### src/rtl/fiu_pkg.sv
package fiu_pkg;
  localparam int CODE_W   = 3;
  localparam int N_PHASES = 2;

  typedef enum logic [CODE_W-1:0] {
    FM_NONE = 3'd0,
    FM_SA0  = 3'd1,
    FM_SA1  = 3'd2,
    FM_DLY  = 3'd3,
    FM_SEU  = 3'd4,
    FM_OPEN = 3'd5
  } fault_code_e;
endpackage

### src/rtl/fiu_cfg_chain.sv
module fiu_cfg_chain #(
  parameter int PAT_W = 6
) (
  input  logic             clk_i,
  input  logic             rst_ni,
  input  logic             shift_i,
  input  logic             data_i,
  input  logic             update_i,
  output logic             data_o,
  output logic [PAT_W-1:0] shift_q_o,
  output logic [PAT_W-1:0] pat_q_o,
  output logic             loaded_o
);
  logic [PAT_W-1:0] shift_q, pat_q;
  logic             loaded_q;

  always_ff @(posedge clk_i or negedge rst_ni) begin
    if (!rst_ni) shift_q <= '0;
    else if (shift_i) shift_q <= {shift_q[PAT_W-2:0], data_i};
  end

  // pattern samples pre-shift chain contents
  always_ff @(posedge clk_i or negedge rst_ni) begin
    if (!rst_ni) begin
      pat_q    <= '0;
      loaded_q <= 1'b0;
    end else begin
      loaded_q <= update_i;
      if (update_i) pat_q <= shift_q;
    end
  end

  assign data_o    = shift_q[PAT_W-1];
  assign shift_q_o = shift_q;
  assign pat_q_o   = pat_q;
  assign loaded_o  = loaded_q;
endmodule

### src/rtl/fiu_fault_src.sv
module fiu_fault_src #(
  parameter int                LFSR_W    = 8,
  parameter logic [LFSR_W-1:0] OPEN_MASK = 8'h05
) (
  input  logic              clk_i,
  input  logic              rst_ni,
  input  logic              net_i,
  input  logic              phase_i,
  input  logic              en_i,
  input  logic              loaded_i,
  input  logic [LFSR_W-1:0] lfsr_i,
  output logic              dly_o,
  output logic              first_o,
  output logic              open_o
);
  logic dly_q, phase_q, en_q;

  always_ff @(posedge clk_i or negedge rst_ni) begin
    if (!rst_ni) begin
      dly_q   <= 1'b0;
      phase_q <= 1'b0;
      en_q    <= 1'b0;
    end else begin
      dly_q   <= net_i;
      phase_q <= phase_i;
      en_q    <= en_i;
    end
  end

  assign dly_o   = dly_q;
  // first cycle of a code being in force
  assign first_o = loaded_i | (phase_i ^ phase_q) | (en_i & ~en_q);
  // unmasked bits read as 1 so they drop out of the AND
  assign open_o  = &(lfsr_i | ~OPEN_MASK);
endmodule

### src/rtl/fiu_fault_mux.sv
module fiu_fault_mux
  import fiu_pkg::*;
#(
  parameter int MODEL_SEL = 0
) (
  input  logic              en_i,
  input  logic [CODE_W-1:0] code_i,
  input  logic              net_i,
  input  logic              dly_i,
  input  logic              first_i,
  input  logic              open_i,
  output logic              net_o
);
  if (MODEL_SEL == 0) begin : g_full
    logic fault_v;
    always_comb begin
      case (code_i)
        FM_SA0:  fault_v = 1'b0;
        FM_SA1:  fault_v = 1'b1;
        FM_DLY:  fault_v = dly_i;
        FM_SEU:  fault_v = net_i ^ first_i;
        FM_OPEN: fault_v = open_i;
        default: fault_v = net_i;
      endcase
    end
    assign net_o = en_i ? fault_v : net_i;
  end else begin : g_single
    logic fault_v;
    if (MODEL_SEL == 1) begin : g_sa0
      assign fault_v = 1'b0;
    end else if (MODEL_SEL == 2) begin : g_sa1
      assign fault_v = 1'b1;
    end else if (MODEL_SEL == 3) begin : g_dly
      assign fault_v = dly_i;
    end else if (MODEL_SEL == 4) begin : g_seu
      assign fault_v = net_i ^ first_i;
    end else begin : g_open
      assign fault_v = open_i;
    end
    assign net_o = (en_i && code_i == CODE_W'(MODEL_SEL)) ? fault_v : net_i;
  end
endmodule

### src/rtl/net_saboteur.sv
module net_saboteur
  import fiu_pkg::*;
#(
  parameter int                LFSR_W    = 8,
  parameter logic [LFSR_W-1:0] OPEN_MASK = 8'h05,
  parameter int                MODEL_SEL = 0
) (
  input  logic              clk_i,
  input  logic              rst_ni,
  input  logic              cfg_shift_i,
  input  logic              cfg_data_i,
  input  logic              cfg_update_i,
  output logic              cfg_data_o,
  input  logic              inj_en_i,
  input  logic              phase_i,
  input  logic [LFSR_W-1:0] lfsr_i,
  input  logic              net_orig_i,
  output logic              net_fault_o
);
  localparam int PAT_W = CODE_W * N_PHASES;

  logic [PAT_W-1:0]  shift_q, pat_q;
  logic              loaded;
  logic              dly, first, open_v;
  logic [CODE_W-1:0] code_arr [N_PHASES];
  logic [CODE_W-1:0] act_code;

  fiu_cfg_chain #(.PAT_W(PAT_W)) u_chain (
    .clk_i     (clk_i),
    .rst_ni    (rst_ni),
    .shift_i   (cfg_shift_i),
    .data_i    (cfg_data_i),
    .update_i  (cfg_update_i),
    .data_o    (cfg_data_o),
    .shift_q_o (shift_q),
    .pat_q_o   (pat_q),
    .loaded_o  (loaded)
  );

  for (genvar g = 0; g < N_PHASES; g++) begin : g_phase
    assign code_arr[g] = pat_q[g*CODE_W +: CODE_W];
  end
  assign act_code = code_arr[phase_i];

  fiu_fault_src #(.LFSR_W(LFSR_W), .OPEN_MASK(OPEN_MASK)) u_src (
    .clk_i    (clk_i),
    .rst_ni   (rst_ni),
    .net_i    (net_orig_i),
    .phase_i  (phase_i),
    .en_i     (inj_en_i),
    .loaded_i (loaded),
    .lfsr_i   (lfsr_i),
    .dly_o    (dly),
    .first_o  (first),
    .open_o   (open_v)
  );

  fiu_fault_mux #(.MODEL_SEL(MODEL_SEL)) u_mux (
    .en_i    (inj_en_i),
    .code_i  (act_code),
    .net_i   (net_orig_i),
    .dly_i   (dly),
    .first_i (first),
    .open_i  (open_v),
    .net_o   (net_fault_o)
  );
endmodule

### config.mk
export PLATFORM = sky130hd
export DESIGN_NAME = net_saboteur
export DESIGN_NICKNAME = d
export VERILOG_FILES = /design/src/rtl/fiu_pkg.sv /design/src/rtl/fiu_cfg_chain.sv /design/src/rtl/fiu_fault_src.sv /design/src/rtl/fiu_fault_mux.sv /design/src/rtl/net_saboteur.sv
export SDC_FILE = /design/constraint.sdc
export NUM_CORES = 1
export LEC_CHECK = 0
export BUFFER_PORTS_ARGS = -buffer_cell sky130_fd_sc_hd__buf_2
export CAP_MARGIN = 10
export CORE_MARGIN = 2
export CORE_UTILIZATION = 49
export CTS_CLUSTER_DIAMETER = 60
export DETAILED_ROUTE_END_ITERATION = 10
export PLACE_DENSITY_LB_ADDON = 0.1
export SETUP_SLACK_MARGIN = 0.4
export SLEW_MARGIN = 0
export SYNTH_ARGS = -nofsm -noshare
export SYNTH_HDL_FRONTEND = slang
export SYNTH_SLANG_ARGS = --single-unit
### constraint.sdc
create_clock -name clk_i -period 3.35 [get_ports clk_i]
set_input_delay 1.005 -clock clk_i [delete_from_list [all_inputs] [get_ports clk_i]]
set_output_delay 1.005 -clock clk_i [all_outputs]
set_load 0.01 [all_outputs]
### Yosys cells after proc, flatten, opt, wreduce, memory -nomap -nowiden

Index checks and enable logic that the tools add are counted.

| operators by class | value |
|---|---|
| add/sub/neg operators | 0 |
| multipliers | 0 |
| div/mod/pow operators | 0 |
| $lt $le $gt $ge | 1 |
| equal/unequal tests | 5 |
| shift operators | 0 |
| multiplexer cells | 5 |
| bitwise gates (word level) | 7 |
| reductions and logical operators | 1 |

Operator list:

| kind | number |
|---|---|
| two-way mux 3 bit | 3 |
| equality test 3 x 2 -> 1 bit (second input constant) | 2 |
| equality test 3 bit (second input constant) | 2 |
| case mux 1 bit (5 select lines) | 1 |
| equality test 3 x 1 -> 1 bit (second input constant) | 1 |
| >= comparator 2 bit (second input constant) | 1 |
| NOT 1 -> 2 bit | 1 |
| OR 1 bit | 2 |
| AND reduction 2 bit | 1 |
| XOR 1 bit | 2 |
| AND 1 bit | 1 |
| two-way mux 1 bit | 1 |
| NOT 1 bit | 1 |

| word-level totals | value |
|---|---|
| register bits | 16 |
| bits in latches | 0 |
| RAM bits | 0 |
| memory bits (read-only) | 0 |
| bits of input ports | 16 |
| output and inout bits | 2 |
| logic and storage cells | 25 |
| memories | 0 |

### Depth between registers and ports, before layout

Gate-level depths: netlist (run 1).

| depth | value |
|---|---|
| depth in word-level cells | 7 |
| gate-level depth with buffers | 5 |
| depth with buffers taken out | 4 |

### Hierarchy

A second synthesis (run 1) with hierarchy kept.

| second synthesis, totals | value |
|---|---|
| cells, all modules | 49 |
| area, all modules | 745.7 um^2 |

By module, submodules not included:

| module | times used | cells an instance | area each (um^2) | seq. area each (um^2) |
|---|---|---|---|---|
| fiu_cfg_chain | 1 | 28 | 535.5 | 325.3 |
| fiu_fault_src | 1 | 7 | 102.6 | 75.1 |
| fiu_fault_mux | 1 | 11 | 73.8 | 0.0 |
| net_saboteur | 1 | 3 | 33.8 | 0.0 |

### Least setup slack after synthesis (run 1)

No wires, ideal clock.

| path | value |
|---|---|
| kind | input to output |
| from | input port phase_i |
| to | output port net_fault_o |
| data arrival time | 2.223 ns |
| data required time | 2.345 ns |
| slack | 0.122 ns |
| cell stages on the path | 5 |
| path buffers | 1 |
| path through | buf_6 -> mux2_4 -> or4_1 -> o311ai_1 -> a32o_2 |

| on the way | value |
|---|---|
| word-level cells in the longest chain between the ends | 7 |
| elaborated cells between the ends (all ways) | 15 |
| those cells by class | eq/ne (5); mux (5); bitwise (5) |

Ends and longest elaborated chain:

| item | line | RTL |
|---|---|---|
| from (decl) | net_saboteur.sv:15 | `input logic phase_i,` |
| NOT 1 -> 2 bit (implied by the code) | net_saboteur.sv:43 | `assign act_code = code_arr[phase_i];` |
| two-way mux 3 bit (implied by the code) (3 in series) | net_saboteur.sv:43 |  |
| equality test 3 bit, or another cell as far along | fiu_fault_mux.sv:17 | `case (code_i)` |
| case mux 1 bit (5 select lines) (*) | fiu_fault_mux.sv:17 |  |
| two-way mux 1 bit (*) | fiu_fault_mux.sv:26 | `assign net_o = en_i ? fault_v : net_i;` |
| to (decl) | net_saboteur.sv:18 | `output logic net_fault_o` |

Mark *: on every way between the ends. The rest lies on a longest branch, timed or not. The select of a mux whose other input is x is not followed.

### Worst setup path in the final report (run 1)

Ends and elaborated chain as after synthesis.

==> summary.txt, run 1 <==
Slowest cell on crit path: or4_4
vias in the first global route: 488
Antenna diodes: 0
top cells by count, synth: dfrtp_1 (16), mux2_2 (12), mux2i_1 (3)
Slew @ Worst Pin: 0.347 ns
routing usage on met2: 24.3%
placed cells: 75
CP bufs+invs: 2
GP Congestion: 0.695
Area Overhead vs Synth: 21.1%
height of the chip: 42.4 um
Routed WL: 1050 um
GR peak layer: met2
Area contributors post-synth: dfrtp_1 (55%), mux2_2 (19%), mux2i_1 (4.2%)
area of the multi-input gates: 329 um^2
total grt overflow: 0
met3 GRT Util: 2.59%
All-Layer GR Usage: 14.6%
gate count after technology mapping: 50
M1 GR Usage: 17.3%
vias per inst: 5.58
crit path time final: 3.24 ns
fin cells: 80
WP data arrival: 2.23 ns
global-route wire length before repair: 1950 um
Initial Util: 54.1%
sequential area share after synthesis: 55.5%
DR vias: 446
YS warnings: 0
Register Area: 400 um^2
clock root buffer: clkbuf_4
maximum VDD drop: 0.000342 V
synthesized flop and latch total: 16
Core Area: 0.00133 mm^2
Mean Syn Cell Area: 14.4 um^2
Die ar.: 0.00180 mm^2
final hold viol count: 0
nature of the critical path startpoint: input port
status: complete, no violations
final net count: 82
clock buffer count from CTS: 3
Worst-path clk slew: 0.08 ns
Synth Net Count: 66
Synth top area share: 55.5%
top_reg_cell synth: dfrtp_1
leakage power: 0.388 nW
CP endpoint kind: output pin
pin count of the biggest net entering global routing: 17
CP Cell Sequence: buf_6 > mux2_4 > or4_4 > o311ai_2 > a32o_2 > buf_6
first drt pass iteration count: 2
RSZ-0062 raised after global routing: yes
Finish-stage setup viols: 0
Max Fanout on Critical Path: 6
crit-path max cell delay: 0.42 ns
Final ANT Viol Nets: 0
Post-route DRC: 0
Max-slew headroom: 76.8%
Async SR Flop Fraction: 100%
delay-heaviest family, CP: simple AND/OR/NAND/NOR gates
Avg WL per Cell: 13.1 um
initial antenna violation count: 0
setup TNS: 0 ns
fillers: 100
HP Class: flip-flop to flip-flop
CTS sink cnt: 16
CTS tree: built
Worst Skew: 0.00562 ns
Boundary Pins: 18
most frequent CP cell: buf_6
I/O Buffers: 11
Worst-Skew Late Latency: 0.28 ns
Die X-Extent: 42.4 um
Post-DP HPWL: 824 um
Final Slew Violations: 0
number of enable flip-flop cells after synthesis: 0
H-tree levels: 1
leading area contributor after synthesis: dfrtp_1
max-capacitance violation count: 0
Power Density: 586 mW/mm^2
layout cells sized above 1: 56.9%
CP Class: input port to output pin
CP required: 2.34 ns
Post-Syn Area: 722 um^2
dominant cell by count in the synthesized netlist: dfrtp_1
# rows: 13
synth unique cells: 20
Period Utilization, post-route: 96.7%
fmax: 309 MHz
DRT iter0 DRCs: 2
CTS max path bufs: 2
[through the flow]
stage	worst slack, ns	hold WS, ns	area, um^2	utilization [%]	power [mW]
2_1_floorplan	0.232	0.492	726	-	0.338
3_3_place_gp	0.0410	0.513	792	59.4	0.374
3_5_place_dp	0.0350	0.518	792	59.4	0.379
4_1_cts	0.124	0.539	847	63.5	0.509
5_1_grt	0.0544	0.565	875	65.6	0.551
6_report	0.111	0.533	875	65.6	0.512
[routing by layer]
layer,wire length [um],up-vias
met4,9,0
met5,0,-
li1,-,219
met1,469,219
met2,538,6
met3,28,2
[state kept, by name, indices dropped and copies added, names as in the netlist]
name	flops
u_src.phase_q	1
u_chain.pat_q_o	6
u_src.dly_o	1
u_src.en_q	1
u_chain.shift_q_o	6
u_chain.loaded_o	1
[logic make-up after synthesis]
kind of cell    count (synthesis)  synth area share, %
buf+inv                         3                 2.60
xor+xnor                        1                 1.21
mux                            16                 25.0
flops                          16                 55.5
compound gates                  6                 6.76
simple gates                    8                 9.01
[layout by cell type, fill, tap and decap left out]
master and instances:
dfrtp_1 16, mux2_2 12, buf_2 9, mux2i_1 3, clkbuf_4 3, buf_4 3
o211ai_1 2, buf_6 2, o21a_1 1, nand3_1 1, nor2_1 1, nor4b_4 1
a31oi_1 1, nor2b_2 1, xor2_1 1, nor3_1 1, mux2_4 1, nand2_8 1
or4_4 1, o311ai_2 1, or3_1 1, a32o_2 1, clkbuf_8 1
[what timing repair did]
action	CTS	global route
gates cloned	0	0
hold endpoints to repair	0	0
hold buffers	0	0
buffers inserted	0	1
resized for setup	4	3
pin swaps	1	3
endpoints found under the setup margin	1	1
[final timing paths]
kind / startpoint / endpoint / slack, ns / cells after the start
max in group asynchronous: rst_ni / u_chain.pat_q_o[5] / 2.47 / 1
worst max-delay path: phase_i / net_fault_o / 0.11 / 6
worst min register to register: u_chain.shift_q_o[3] / u_chain.shift_q_o[3] / 0.53 / 1
min in group asynchronous: rst_ni / u_chain.pat_q_o[0] / 0.62 / 1
worst max register to register: u_chain.pat_q_o[1] / u_chain.pat_q_o[1] / 2.53 / 1
worst min-delay path: u_chain.shift_q_o[3] / u_chain.shift_q_o[3] / 0.53 / 1
[power by group]
part	leakage [nW]	switching (mW)	total, mW	internal, mW
logic	0.179	0.0496	0.130	0.0801
clock network	0.0210	0.0554	0.122	0.0661
registers	0.188	0.0300	0.261	0.231
[final cells by class]
type                       count  share of cell area [%]
multi-input combinational     31                    37.6
sequential                    16                    45.8
tap                           15                    2.15
timing repair buffer          14                    10.3
clock buffer                   4                    4.15
No activity file was read; power rests on OpenSTA's default activity.
==> run 2, diff against run 1 <==
--- a/config.mk
+++ b/config.mk
@@ -11,7 +11,7 @@
 export CORE_UTILIZATION = 49
 export CTS_CLUSTER_DIAMETER = 60
 export DETAILED_ROUTE_END_ITERATION = 10
-export PLACE_DENSITY_LB_ADDON = 0.1
+export PLACE_DENSITY = 0.72
 export SETUP_SLACK_MARGIN = 0.4
 export SLEW_MARGIN = 0
 export SYNTH_ARGS = -nofsm -noshare
==> summary.txt, run 2 (synthesis gave the netlist of run 1 again) <==
Core Area: 0.00133 mm^2
M1 GR Usage: 17.3%
vias in the first global route: 482
met3 GRT Util: 3.88%
Boundary Pins: 18
clock root buffer: clkbuf_4
Max-slew headroom: 76.7%
All-Layer GR Usage: 15.7%
sw frac: 26.9%
crit path time final: 3.26 ns
first drt pass iteration count: 1
CTS sink cnt: 16
switching power: 0.136 mW
nature of the critical path startpoint: input port
sequential power share: 51.3%
WP data arrival: 2.26 ns
GP Congestion: 0.770
Pwr Total: 0.505 mW
Die ar.: 0.00180 mm^2
# rows: 13
commonest non-fill, non-tap cell in the layout: dfrtp_1
P_int: 0.369 mW
Hold-fix buffers, CTS: 0
Die X-Extent: 42.4 um
RSZ-0062 raised after global routing: yes
CP Class: input port to output pin
Slew @ Worst Pin: 0.349 ns
maximum VDD drop: 0.000325 V
crit-path max cell delay: 0.39 ns
setup TNS: 0 ns
CTS tree: built
Worst-Skew Late Latency: 0.29 ns
fmax: 307 MHz
Final Slew Violations: 0
Post-DP HPWL: 808 um
CP Cell Sequence: buf_4 > mux2_4 > or4_1 > o311ai_1 > a32o_2 > buf_6
Avg WL per Cell: 13.2 um
Max Fanout on Critical Path: 6
final net count: 81
leakage power: 0.374 nW
height of the chip: 42.4 um
Post-route DRC: 0
most frequent cells in the layout: dfrtp_1 (16), mux2_2 (12), buf_2 (9)
Area Overhead vs Synth: 16.8%
Worst-path clk slew: 0.09 ns
CP required: 2.34 ns
DRT iter0 DRCs: 0
final hold viol count: 0
I/O Buffers: 11
Power Density: 599 mW/mm^2
layout cells sized above 1: 53.1%
clock share of power: 25.1%
Antenna diodes: 0
vias per inst: 5.51
status: complete, no violations
Initial Util: 54.1%
Comb pwr share: 23.6%
pin count of the biggest net entering global routing: 17
total grt overflow: 0
global-route wire length before repair: 2020 um
CTS max path bufs: 2
routing usage on met2: 25.2%
Finish-stage setup viols: 0
GR peak layer: met2
initial antenna violation count: 0
Routed WL: 1040 um
clock buffer count from CTS: 3
Period Utilization, post-route: 97.4%
DR vias: 435
H-tree levels: 1
Slowest cell on crit path: or4_1
HP Class: flip-flop to flip-flop
CP endpoint kind: output pin
Worst Skew: 0.00160 ns
Final ANT Viol Nets: 0
max-capacitance violation count: 0
run 2: what timing repair did:
action,in CTS,in global routing
buffers inserted,0,0
setup endpoints to repair,1,1
gates resized for setup,3,0
pin swaps,2,1
gates cloned,0,0
run 2: path summary, 6_finish.rpt:
path	end	from	slack, ns	cells past startpoint
worst max-delay path	net_fault_o	phase_i	0.09	6
worst min-delay path	u_chain.shift_q_o[5]	u_chain.shift_q_o[4]	0.54	1
worst max register to register	u_chain.pat_q_o[4]	u_chain.pat_q_o[4]	2.56	1
worst min register to register	u_chain.shift_q_o[5]	u_chain.shift_q_o[4]	0.54	1
max in group asynchronous	u_src.phase_q	rst_ni	2.49	1
min in group asynchronous	u_chain.shift_q_o[2]	rst_ni	0.61	1
run 2: power groups by stage:
| stage | Sequential, mW | Combinational (mW) | Clock, mW |
|---|---|---|---|
| 5_1_grt | 0.266 | 0.133 | 0.137 |
| 4_1_cts | 0.260 | 0.121 | 0.132 |
| 3_3_place_gp | 0.262 | 0.111 | 0 |
| 2_1_floorplan | 0.257 | 0.0810 | 0 |
| 3_5_place_dp | 0.263 | 0.115 | 0 |
| 6_report | 0.259 | 0.119 | 0.127 |
run 2: critical path, delay by kind of cell:
kind | cells | cell delay [ns]
buffers and inverters | 2 | 0.24
AND/OR/NAND/NOR | 1 | 0.39
multiplexers | 1 | 0.30
AO/OA/AOI/OAI | 2 | 0.32
run 2: layout make-up:
cell class	count	area (um^2)
Multi-Input combinational cell	31	309
Timing Repair Buffer	13	78.8
Clock buffer	4	36.3
Tap cell	15	18.8
Sequential cell	16	400
Fill cell	114	490
run 2: metal layers:
| metal | up-vias | wire length (um) |
|---|---|---|
| li1 | 211 | - |
| met2 | 10 | 490 |
| met5 | - | 0 |
| met4 | 0 | 43 |
| met3 | 5 | 42 |
| met1 | 209 | 467 |
run 2: stage by stage:
| step | instance area (um^2) | hold slack, ns | instances | utilization (%) | setup slack (ns) |
|---|---|---|---|---|---|
| 6_report | 843 | 0.536 | 79 | 63.2 | 0.0886 |
| 5_1_grt | 843 | 0.559 | 79 | 63.2 | 0.0407 |
| 4_1_cts | 843 | 0.538 | 79 | 63.2 | 0.0809 |
| 3_5_place_dp | 792 | 0.516 | 75 | 59.4 | 0.0304 |
| 3_3_place_gp | 792 | 0.514 | 75 | 59.4 | 0.0468 |
| 2_1_floorplan | 726 | 0.492 | 50 | - | 0.232 |
